<file path="config.mk">
export PLATFORM = sky130hd
export DESIGN_NAME = pwrbus_cmd_chan
export DESIGN_NICKNAME = d
export VERILOG_FILES = /design/src/rtl/pwrbus_chan_pkg.sv /design/src/rtl/chan_bytemask.sv /design/src/rtl/chan_regwin.sv /design/src/rtl/chan_fsm.sv /design/src/rtl/pwrbus_cmd_chan.sv
export SDC_FILE = /design/constraint.sdc
export NUM_CORES = 1
export LEC_CHECK = 0
export ABC_CLOCK_PERIOD_IN_PS = 2000
export BUFFER_PORTS_ARGS = -buffer_cell sky130_fd_sc_hd__buf_4
export CORE_MARGIN = 8
export CORE_UTILIZATION = 52
export CTS_CLUSTER_DIAMETER = 200
export DETAILED_ROUTE_END_ITERATION = 6
export PLACE_DENSITY_LB_ADDON = 0.2
export SYNTH_ARGS = -nofsm -noshare
export SYNTH_HDL_FRONTEND = slang
export SYNTH_SLANG_ARGS = --single-unit
</file>
<file path="constraint.sdc">
create_clock -name clk -period 2 [get_ports clk]
set_clock_uncertainty 0.05 [all_clocks]
set_input_delay 0.2 -clock clk [delete_from_list [all_inputs] [get_ports clk]]
set_output_delay 0.2 -clock clk [all_outputs]
set_load 0.01 [all_outputs]
</file>
<file path="src/rtl/pwrbus_chan_pkg.sv">
package pwrbus_chan_pkg;

  localparam int DATA_W = 32;
  localparam int NBYTES = DATA_W / 8;

  // register window byte offsets
  localparam logic [7:0] OFS_CMD   = 8'h00;
  localparam logic [7:0] OFS_WDATA = 8'h04;
  localparam logic [7:0] OFS_RDATA = 8'h14;
  localparam logic [7:0] OFS_CLR   = 8'h24;
  localparam logic [7:0] OFS_STAT  = 8'h28;

  typedef enum logic [2:0] {
    ST_IDLE = 3'd0,
    ST_BUSY = 3'd1,
    ST_WCLR = 3'd6
  } chan_state_e;

  typedef struct packed {
    logic [1:0]  kind;
    logic        write;
    logic [3:0]  sid;
    logic [1:0]  cnt;
    logic [15:0] addr;
  } chan_cmd_t;

  function automatic chan_cmd_t unpack_cmd(input logic [31:0] w);
    chan_cmd_t c;
    c.kind  = w[31:30];
    c.write = w[29];
    c.sid   = w[27:24];
    c.cnt   = w[17:16];
    c.addr  = w[15:0];
    return c;
  endfunction

  function automatic logic [31:0] pack_cmd(input chan_cmd_t c);
    return {c.kind, c.write, 1'b0, c.sid, 6'b0, c.cnt, c.addr};
  endfunction

endpackage

</file>
<file path="src/rtl/chan_bytemask.sv">
module chan_bytemask #(
  parameter int NBYTES = 4,
  localparam int CW = (NBYTES > 1) ? $clog2(NBYTES) : 1
) (
  input  logic [8*NBYTES-1:0] din,
  input  logic [CW-1:0]       cnt,
  output logic [8*NBYTES-1:0] dout
);
  // keep bytes 0..cnt, zero the rest
  for (genvar b = 0; b < NBYTES; b++) begin : g_byte
    assign dout[8*b +: 8] = (CW'(b) <= cnt) ? din[8*b +: 8] : 8'h00;
  end
endmodule

</file>
<file path="src/rtl/chan_regwin.sv">
module chan_regwin
  import pwrbus_chan_pkg::*;
#(
  parameter int ADDR_W = 8
) (
  input  logic              clk,
  input  logic              rst_n,
  input  logic [ADDR_W-1:0] reg_addr,
  input  logic              reg_we,
  input  logic [DATA_W-1:0] reg_wdata,
  output logic [DATA_W-1:0] reg_rdata,
  input  logic [DATA_W-1:0] cmd_word,
  input  logic [DATA_W-1:0] rdata_q,
  input  chan_state_e       state,
  input  logic              err,
  output logic [DATA_W-1:0] wdata_q,
  output logic              cmd_wr,
  output logic              clr_wr
);
  localparam logic [ADDR_W-1:0] A_CMD   = ADDR_W'(OFS_CMD);
  localparam logic [ADDR_W-1:0] A_WDATA = ADDR_W'(OFS_WDATA);
  localparam logic [ADDR_W-1:0] A_RDATA = ADDR_W'(OFS_RDATA);
  localparam logic [ADDR_W-1:0] A_CLR   = ADDR_W'(OFS_CLR);
  localparam logic [ADDR_W-1:0] A_STAT  = ADDR_W'(OFS_STAT);

  assign cmd_wr = reg_we && (reg_addr == A_CMD);
  assign clr_wr = reg_we && (reg_addr == A_CLR) && reg_wdata[0];

  always_ff @(posedge clk or negedge rst_n) begin
    if (!rst_n) wdata_q <= '0;
    else if (reg_we && (reg_addr == A_WDATA)) wdata_q <= reg_wdata;
  end

  always_comb begin
    reg_rdata = '0;
    unique case (reg_addr)
      A_CMD:   reg_rdata = cmd_word;
      A_WDATA: reg_rdata = wdata_q;
      A_RDATA: reg_rdata = rdata_q;
      A_STAT:  reg_rdata = {{(DATA_W-4){1'b0}}, state, err};
      default: reg_rdata = '0;
    endcase
  end
endmodule

</file>
<file path="src/rtl/chan_fsm.sv">
module chan_fsm
  import pwrbus_chan_pkg::*;
(
  input  logic              clk,
  input  logic              rst_n,
  input  logic              cmd_wr,
  input  logic [DATA_W-1:0] cmd_in,
  input  logic              clr_wr,
  input  logic [DATA_W-1:0] wdata_q,
  input  logic              dn_ready,
  input  logic [DATA_W-1:0] dn_rdata,
  output chan_state_e       state,
  output logic              err,
  output chan_cmd_t         cmd_q,
  output logic [DATA_W-1:0] wsnap,
  output logic [DATA_W-1:0] rdata_q,
  output logic              dn_valid
);
  chan_cmd_t         cmd_new;
  logic [DATA_W-1:0] wdata_m, rdata_m;
  logic              hs;

  assign cmd_new  = unpack_cmd(cmd_in);
  assign dn_valid = (state == ST_BUSY);
  assign hs       = dn_valid && dn_ready;

  chan_bytemask #(.NBYTES(NBYTES)) u_wmask (.din(wdata_q),  .cnt(cmd_new.cnt), .dout(wdata_m));
  chan_bytemask #(.NBYTES(NBYTES)) u_rmask (.din(dn_rdata), .cnt(cmd_q.cnt),   .dout(rdata_m));

  always_ff @(posedge clk or negedge rst_n) begin
    if (!rst_n) begin
      state   <= ST_IDLE;
      err     <= 1'b0;
      cmd_q   <= '0;
      wsnap   <= '0;
      rdata_q <= '0;
    end else begin
      if (cmd_wr && state == ST_IDLE) begin
        cmd_q <= cmd_new;
        wsnap <= wdata_m;
      end
      if (clr_wr) err <= 1'b0;
      else if (cmd_wr && state != ST_IDLE) err <= 1'b1;
      unique case (state)
        ST_IDLE: if (cmd_wr) state <= ST_BUSY;
        ST_BUSY: if (hs) begin
          if (cmd_q.write) state <= ST_IDLE;
          else begin
            rdata_q <= rdata_m;
            state   <= ST_WCLR;
          end
        end
        ST_WCLR: if (clr_wr) state <= ST_IDLE;
        default: state <= ST_IDLE;
      endcase
    end
  end

  AST_STATE_LEGAL: assert property (@(posedge clk) disable iff (!rst_n)
    state inside {ST_IDLE, ST_BUSY, ST_WCLR});
  AST_ACCEPT: assert property (@(posedge clk) disable iff (!rst_n)
    (cmd_wr && state == ST_IDLE) |=> dn_valid);
  AST_REQ_HOLD: assert property (@(posedge clk) disable iff (!rst_n)
    (dn_valid && !dn_ready) |=> (dn_valid && $stable(cmd_q) && $stable(wsnap)));
  AST_WR_DONE: assert property (@(posedge clk) disable iff (!rst_n)
    (hs && cmd_q.write) |=> (state == ST_IDLE));
  AST_RD_PARK: assert property (@(posedge clk) disable iff (!rst_n)
    (hs && !cmd_q.write) |=> (state == ST_WCLR));
  AST_WCLR_HOLD: assert property (@(posedge clk) disable iff (!rst_n)
    (state == ST_WCLR && !clr_wr) |=> (state == ST_WCLR && $stable(rdata_q)));
  AST_DROP_ERR: assert property (@(posedge clk) disable iff (!rst_n)
    (cmd_wr && !clr_wr && state != ST_IDLE) |=> (err && $stable(cmd_q)));
endmodule

</file>
<file path="src/rtl/pwrbus_cmd_chan.sv">
module pwrbus_cmd_chan
  import pwrbus_chan_pkg::*;
#(
  parameter int ADDR_W = 8
) (
  input  logic              clk,
  input  logic              rst_n,
  input  logic [ADDR_W-1:0] reg_addr,
  input  logic              reg_we,
  input  logic [31:0]       reg_wdata,
  output logic [31:0]       reg_rdata,
  output logic              dn_valid,
  input  logic              dn_ready,
  output logic [1:0]        dn_kind,
  output logic              dn_write,
  output logic [3:0]        dn_sid,
  output logic [1:0]        dn_cnt,
  output logic [15:0]       dn_addr,
  output logic [31:0]       dn_wdata,
  input  logic [31:0]       dn_rdata
);
  chan_state_e       state;
  chan_cmd_t         cmd_q;
  logic              err, cmd_wr, clr_wr;
  logic [DATA_W-1:0] wdata_q, rdata_q, wsnap;

  chan_regwin #(.ADDR_W(ADDR_W)) u_win (
    .clk(clk), .rst_n(rst_n),
    .reg_addr(reg_addr), .reg_we(reg_we), .reg_wdata(reg_wdata), .reg_rdata(reg_rdata),
    .cmd_word(pack_cmd(cmd_q)), .rdata_q(rdata_q), .state(state), .err(err),
    .wdata_q(wdata_q), .cmd_wr(cmd_wr), .clr_wr(clr_wr)
  );

  chan_fsm u_fsm (
    .clk(clk), .rst_n(rst_n),
    .cmd_wr(cmd_wr), .cmd_in(reg_wdata), .clr_wr(clr_wr), .wdata_q(wdata_q),
    .dn_ready(dn_ready), .dn_rdata(dn_rdata),
    .state(state), .err(err), .cmd_q(cmd_q), .wsnap(wsnap), .rdata_q(rdata_q),
    .dn_valid(dn_valid)
  );

  assign dn_kind  = cmd_q.kind;
  assign dn_write = cmd_q.write;
  assign dn_sid   = cmd_q.sid;
  assign dn_cnt   = cmd_q.cnt;
  assign dn_addr  = cmd_q.addr;
  assign dn_wdata = wsnap;
endmodule

</file>
Word-level counts from Yosys, hierarchy flattened
Cells that the tools add are included.
{"block": "op_classes", "mux": 16, "magnitude_cmp": 8, "n_reduce_logical": 13, "n_eq_ne": 9, "n_bitwise": 1}
{"cell": "$pmux 32 s4", "count": 1}
{"cell": "$mux 8", "count": 8}
{"cell": "$eq 8x6->1 const B", "count": 2}
{"cell": "$mux 3", "count": 4}
{"cell": "$pmux 3 s3", "count": 1}
{"cell": "$eq 8x3->1 const B", "count": 1}
{"cell": "$eq 8x5->1 const B", "count": 1}
{"cell": "$le 1x2->1 const A", "count": 4}
{"cell": "$le 2x2->1 const A", "count": 4}
{"cell": "$logic_not 8->1", "count": 1}
{"cell": "$logic_and 1x1->1", "count": 7}
{"cell": "$reduce_and 3->1", "count": 2}
{"cell": "$ne 2x2->1 const B", "count": 2}
{"cell": "$eq 3x1->1 const B", "count": 1}
{"cell": "$eq 3x3->1 const B", "count": 1}
{"cell": "$logic_not 3->1", "count": 1}
{"cell": "$reduce_bool 3->1", "count": 1}
{"cell": "$mux 1", "count": 2}
{"cell": "$ne 2x1->1 const B", "count": 1}
{"cell": "$reduce_bool 2->1", "count": 1}
{"cell": "$not 1->1", "count": 1}
{"block": "word_totals", "word_cells": 57, "in_bits": 76, "output_inout_bits": 90, "reg_bits": 125}

Depth between registers and ports, before layout
{"block": "logic_depth", "ltp_word": 5, "ltp_mapped": 7, "mapped_depth_nobuf": 3}

Hierarchy
Synthesis repeated with hierarchy kept, for this count alone.
{"block": "hier_totals", "hier_cells": 465, "area_unflattened_um2": 6194.7}
{"mod": "chan_fsm", "n_inst": 1, "seq_area_each_um2": 2302.2, "cells_per_inst": 202, "area_per_inst_um2": 3584.7}
{"mod": "chan_regwin", "n_inst": 1, "seq_area_each_um2": 800.8, "cells_per_inst": 192, "area_per_inst_um2": 2103.3}
{"mod": "chan_bytemask", "n_inst": 2, "seq_area_each_um2": 0.0, "cells_per_inst": 35, "area_per_inst_um2": 251.5}
{"mod": "pwrbus_cmd_chan", "n_inst": 1, "seq_area_each_um2": 0.0, "cells_per_inst": 1, "area_per_inst_um2": 3.8}

Least setup slack after synthesis
Ideal clock, no wire load.
{"block": "synth_path", "kind": "input to output", "from": "in reg_addr[5]", "to": "out reg_rdata[12]", "path_slack_ps": 244, "t_required_ps": 1750, "cell_stages": 4, "n_path_buf": 1, "t_arrival_ps": 1506, "path_cell_list": "or4_2 -> nor3_4 -> buf_6 -> o2bb2ai_1"}
{"block": "synth_between", "elab_chain_cells": 2, "word_cells_on_any_way": 5, "cone_classes": "eq/ne (3); mux (1); reduce/logical (1)"}
{"item": "start: declaration", "line": "pwrbus_cmd_chan.sv:8", "text": "input logic [ADDR_W-1:0] reg_addr,"}
{"item": "$eq 8x6->1, or another cell as far along", "line": "chan_regwin.sv:36", "text": "unique case (reg_addr)"}
{"item": "$pmux 32 s4 (*)", "line": "chan_regwin.sv:36"}
{"item": "end: declaration", "line": "pwrbus_cmd_chan.sv:11", "text": "output logic [31:0] reg_rdata,"}
Every way passes the cells marked *; elsewhere a longest branch is shown, timed or not.

Worst setup path in the final report
{"block": "layout_path", "from": "in reg_addr[5]", "to": "out reg_rdata[30]"}
The elaborated chain is that of the path after synthesis.

==> summary.md <==
| Metric | Value |
|---|---|
| Status | `finished, final reports clean` |
| DRT iter0 DRCs | `around 370` |
| Worst Path Buf+Inv | `3` |
| Multi-input logic area | `between 2000 and 2500 sq um` |
| DR WL/cell | `roughly 19 microns` |
| Top-area cell type share of the netlist area | `55.1%` |
| Post-synthesis register bit count | `roughly 120` |
| Seq/Total Area, Yosys | `between 50% and 60%` |
| Relative slew slack | `62.4%` |
| Origin of the critical flop-to-flop path | `u_fsm.state[0]` |
| Final nets | `around 770` |
| Final Core Density | `about 78%` |
| Gr usage total | `23.1%` |
| Min Tclk post-route | `~1.9 ns` |
| Worst EP arrival | `1.67 ns` |
| GRT overflow | `0` |
| Achievable Freq | `around 520 MHz` |
| Area Growth Syn to Fin | `48.5%` |
| Main synth FF type | `dfrtp_1` |
| Cell Rows | `38` |
| Vias in the first global route | `between 5,000 and 6,000` |
| CP startpoint | `reg_addr[5]` |
| Worst path max stage delay | `0.59 ns` |
| Die area | `around 14,000 sq um` |
| Via density | `between 5 and 6` |
| Clock buffer count from CTS | `17` |
| Largest delay contributor family on the critical path | `simple AND/OR/NAND/NOR gates` |
| Worst-Margin Slew | `between 0.5 and 0.6 ns` |
| Clock sinks | `about 120` |
| Share of cells above drive strength 1 | `approximately 44%` |
| H-tree levels | `4` |
| Port Buf Inserts | `between 150 and 200` |
| Avg Inst Size Synth | `about 12 sq um` |
| Detail Placement HPWL | `about 11,000 microns` |
| EDFF count, synth | `0` |
| Commonest cells in the synthesized netlist | `dfrtp_1 (124), mux2_2 (82), nand2_1 (64)` |
| Clk slew on worst S/H paths | `~0.050 ns` |
| Synth warnings | `0` |
| Tcrit/Tclk final | `between 90% and 100%` |
| Setup bufs post-CTS | `0` |
| CORE AREA | `10,700 sq um` |
| Vias | `~4,500` |
| Critical path capture point type | `primary output` |
| Peak VDD IR | `around 500 uV` |
| Pleak | `around 0.0042 uW` |
| Distinct cells, synth | `36` |
| Largest area contributor in the netlist | `dfrtp_1` |
| Critical path peak fanout | `18` |
| Crit path top cell by count | `buf_4` |
| Final setup viols | `0` |
| Fill count | `approximately 650` |
| Pre-antenna DRT Iters | `4` |
| Max clock buf depth | `2` |
| Total wire length | `between 15,000 and 20,000 microns` |
| Flop-to-flop setup slack | `around 0.35 ns` |
| Post-Syn Nets | `roughly 530` |
| Antenna violations before repair | `0` |
| Max-cap viol count | `0` |
| RD Place Congestion | `0.810` |
| Critical path class | `in2out` |
| Synth area leaders | `dfrtp_1 (55%), mux2_2 (16%), mux2i_1 (6.6%), nand2_1 (4.3%), o2bb2ai_1 (3.7%)` |
| Async SR Flop Fraction | `100%` |
| Hold Path Origin | `reg_we` |
| CP required | `around 1.8 ns` |
| RSZ-0062 raised after global routing | `false` |
| Die height | `between 100 and 150 microns` |
| Syn Inst Count | `around 460` |
| Post-route antenna net violation count | `0` |
| PwrDens | `approximately 700 nW/um^2` |
| DRC Markers | `0` |
| Most numerous cell in the Yosys netlist | `dfrtp_1` |
| Slew Limit Fails | `0` |
| Critical path's slowest cell | `or4_4` |
| Synthesized cell area | `roughly 5600 sq um` |
| Pin count of the biggest net entering global routing | `between 50 and 60` |
| DP Cell Count | `751` |
| N_diodes | `0` |
| Reg area | `between 3000 and 4000 sq um` |
| First-pass GRT wire length | `between 20,000 and 30,000 microns` |
| I/O pins | `roughly 170` |
| Initial Util | `~53%` |
| CTS tree | `yes` |
| Worst-Skew Late Latency | `0.51 ns` |
| Fin. Hold Viols | `0` |
| Tightest Hold Check Type | `in2reg` |
| Critical Path, Cell by Cell | `buf_4 > or4_4 > nor3_4 > buf_12 > o2bb2ai_1 > buf_4` |
| DIE WIDTH | `120 microns` |
| Startpoint Class | `input port` |
| Root buffer cell | `clkbuf_8` |
| Post-route insts no fill | `~850` |
area by class of cell:
| type | count | share of cell area (%) |
|---|---|---|
| clock buffers | 22 | 5.17 |
| clock inverters | 8 | 1.44 |
| inverters | 18 | 0.808 |
| multi-input cells | 281 | 27.5 |
| flip-flops and latches | 124 | 37.1 |
| well taps | 140 | 2.09 |
| repair buffers | 254 | 25.9 |
state kept, by name (all words and copies together) (netlist names):
signal,flops
u_fsm.cmd_q,25
u_fsm.rdata_q,32
u_fsm.err,1
u_win.wdata_q,32
u_fsm.state,2
u_fsm.wsnap,32
what timing repair did:
item,4_1_cts,5_1_grt
hold buffers,66,0
endpoints found under the hold margin,197,0
setup endpoints to repair,21,2
gates resized for setup,1,2
logic make-up (layout without fill, tap and decap cells):
family	after synthesis	in the layout	synth area share (%)
compound gates	64	64	8.33
mux	122	122	23.6
buf+inv	50	302	4.40
flops	124	124	55.1
simple gates	95	95	8.64
worst paths after layout:
| path | end | cells after the start |
|---|---|---|
| worst max-delay path | reg_rdata[30] | 6 |
| worst min-delay path | u_fsm.err | 4 |
| worst min register to register | u_fsm.rdata_q[15] | 2 |
| max in group asynchronous | u_fsm.rdata_q[3] | 3 |
| min in group asynchronous | u_win.wdata_q[6] | 2 |
| worst max register to register | u_fsm.wsnap[5] | 4 |
power breakdown:
part | internal [uW] | switching (uW)
clock network | 1870 | 1020
logic | 252 | 183
registers | 2550 | 28.9
total | 4670 | 1230
metal layers:
metal,share of wire [%],up-vias,track usage [%]
met4,2.1,0,11.0
met1,39,2265,25.8
met2,52,154,39.3
met5,0,-,0
li1,-,2089,-
met3,7.0,32,7.37
metrics by stage:
stage,hold slack (ns),total power [uW],TNS (ns),instance area (sq um),setup slack (ns)
final,0.101,5900,0,8370,0.0817
after global routing,0.129,6090,0,8370,0.00466
after CTS,0.0695,5950,0,8360,0.0916
after detailed placement,0.124,2950,-1.72,7140,-0.105
after global placement,0.121,2940,-0.954,7140,-0.0542
after floorplan,-0.146,2710,0,5630,0.244
tightest hold or removal path, stage by stage:
cell and delay, ns:
buf_4 0.12, o21ai_0 0.06, nor4_1 0.05, o21ba_2 0.19
cells in the final DEF, fill, tap and decap left out, types with 3 or more instances in the layout:
cell type | netlist | final
mux2_1 | 3 | 3
o2bb2ai_1 | 24 | 23
a32oi_1 | 4 | 4
a22o_1 | 7 | 7
dlygate4sd3_1 | 0 | 66
clkbuf_16 | 0 | 16
inv_1 | 18 | 18
dfrtp_1 | 124 | 124
bufinv_16 | 0 | 3
and3_1 | 9 | 9
mux2_2 | 82 | 82
o21ai_0 | 26 | 26
nand2_1 | 64 | 64
clkinv_2 | 0 | 3
buf_12 | 0 | 7
mux2i_1 | 37 | 37
buf_4 | 4 | 180
clkbuf_1 | 16 | 5
(Power assumes the default switching activity.)
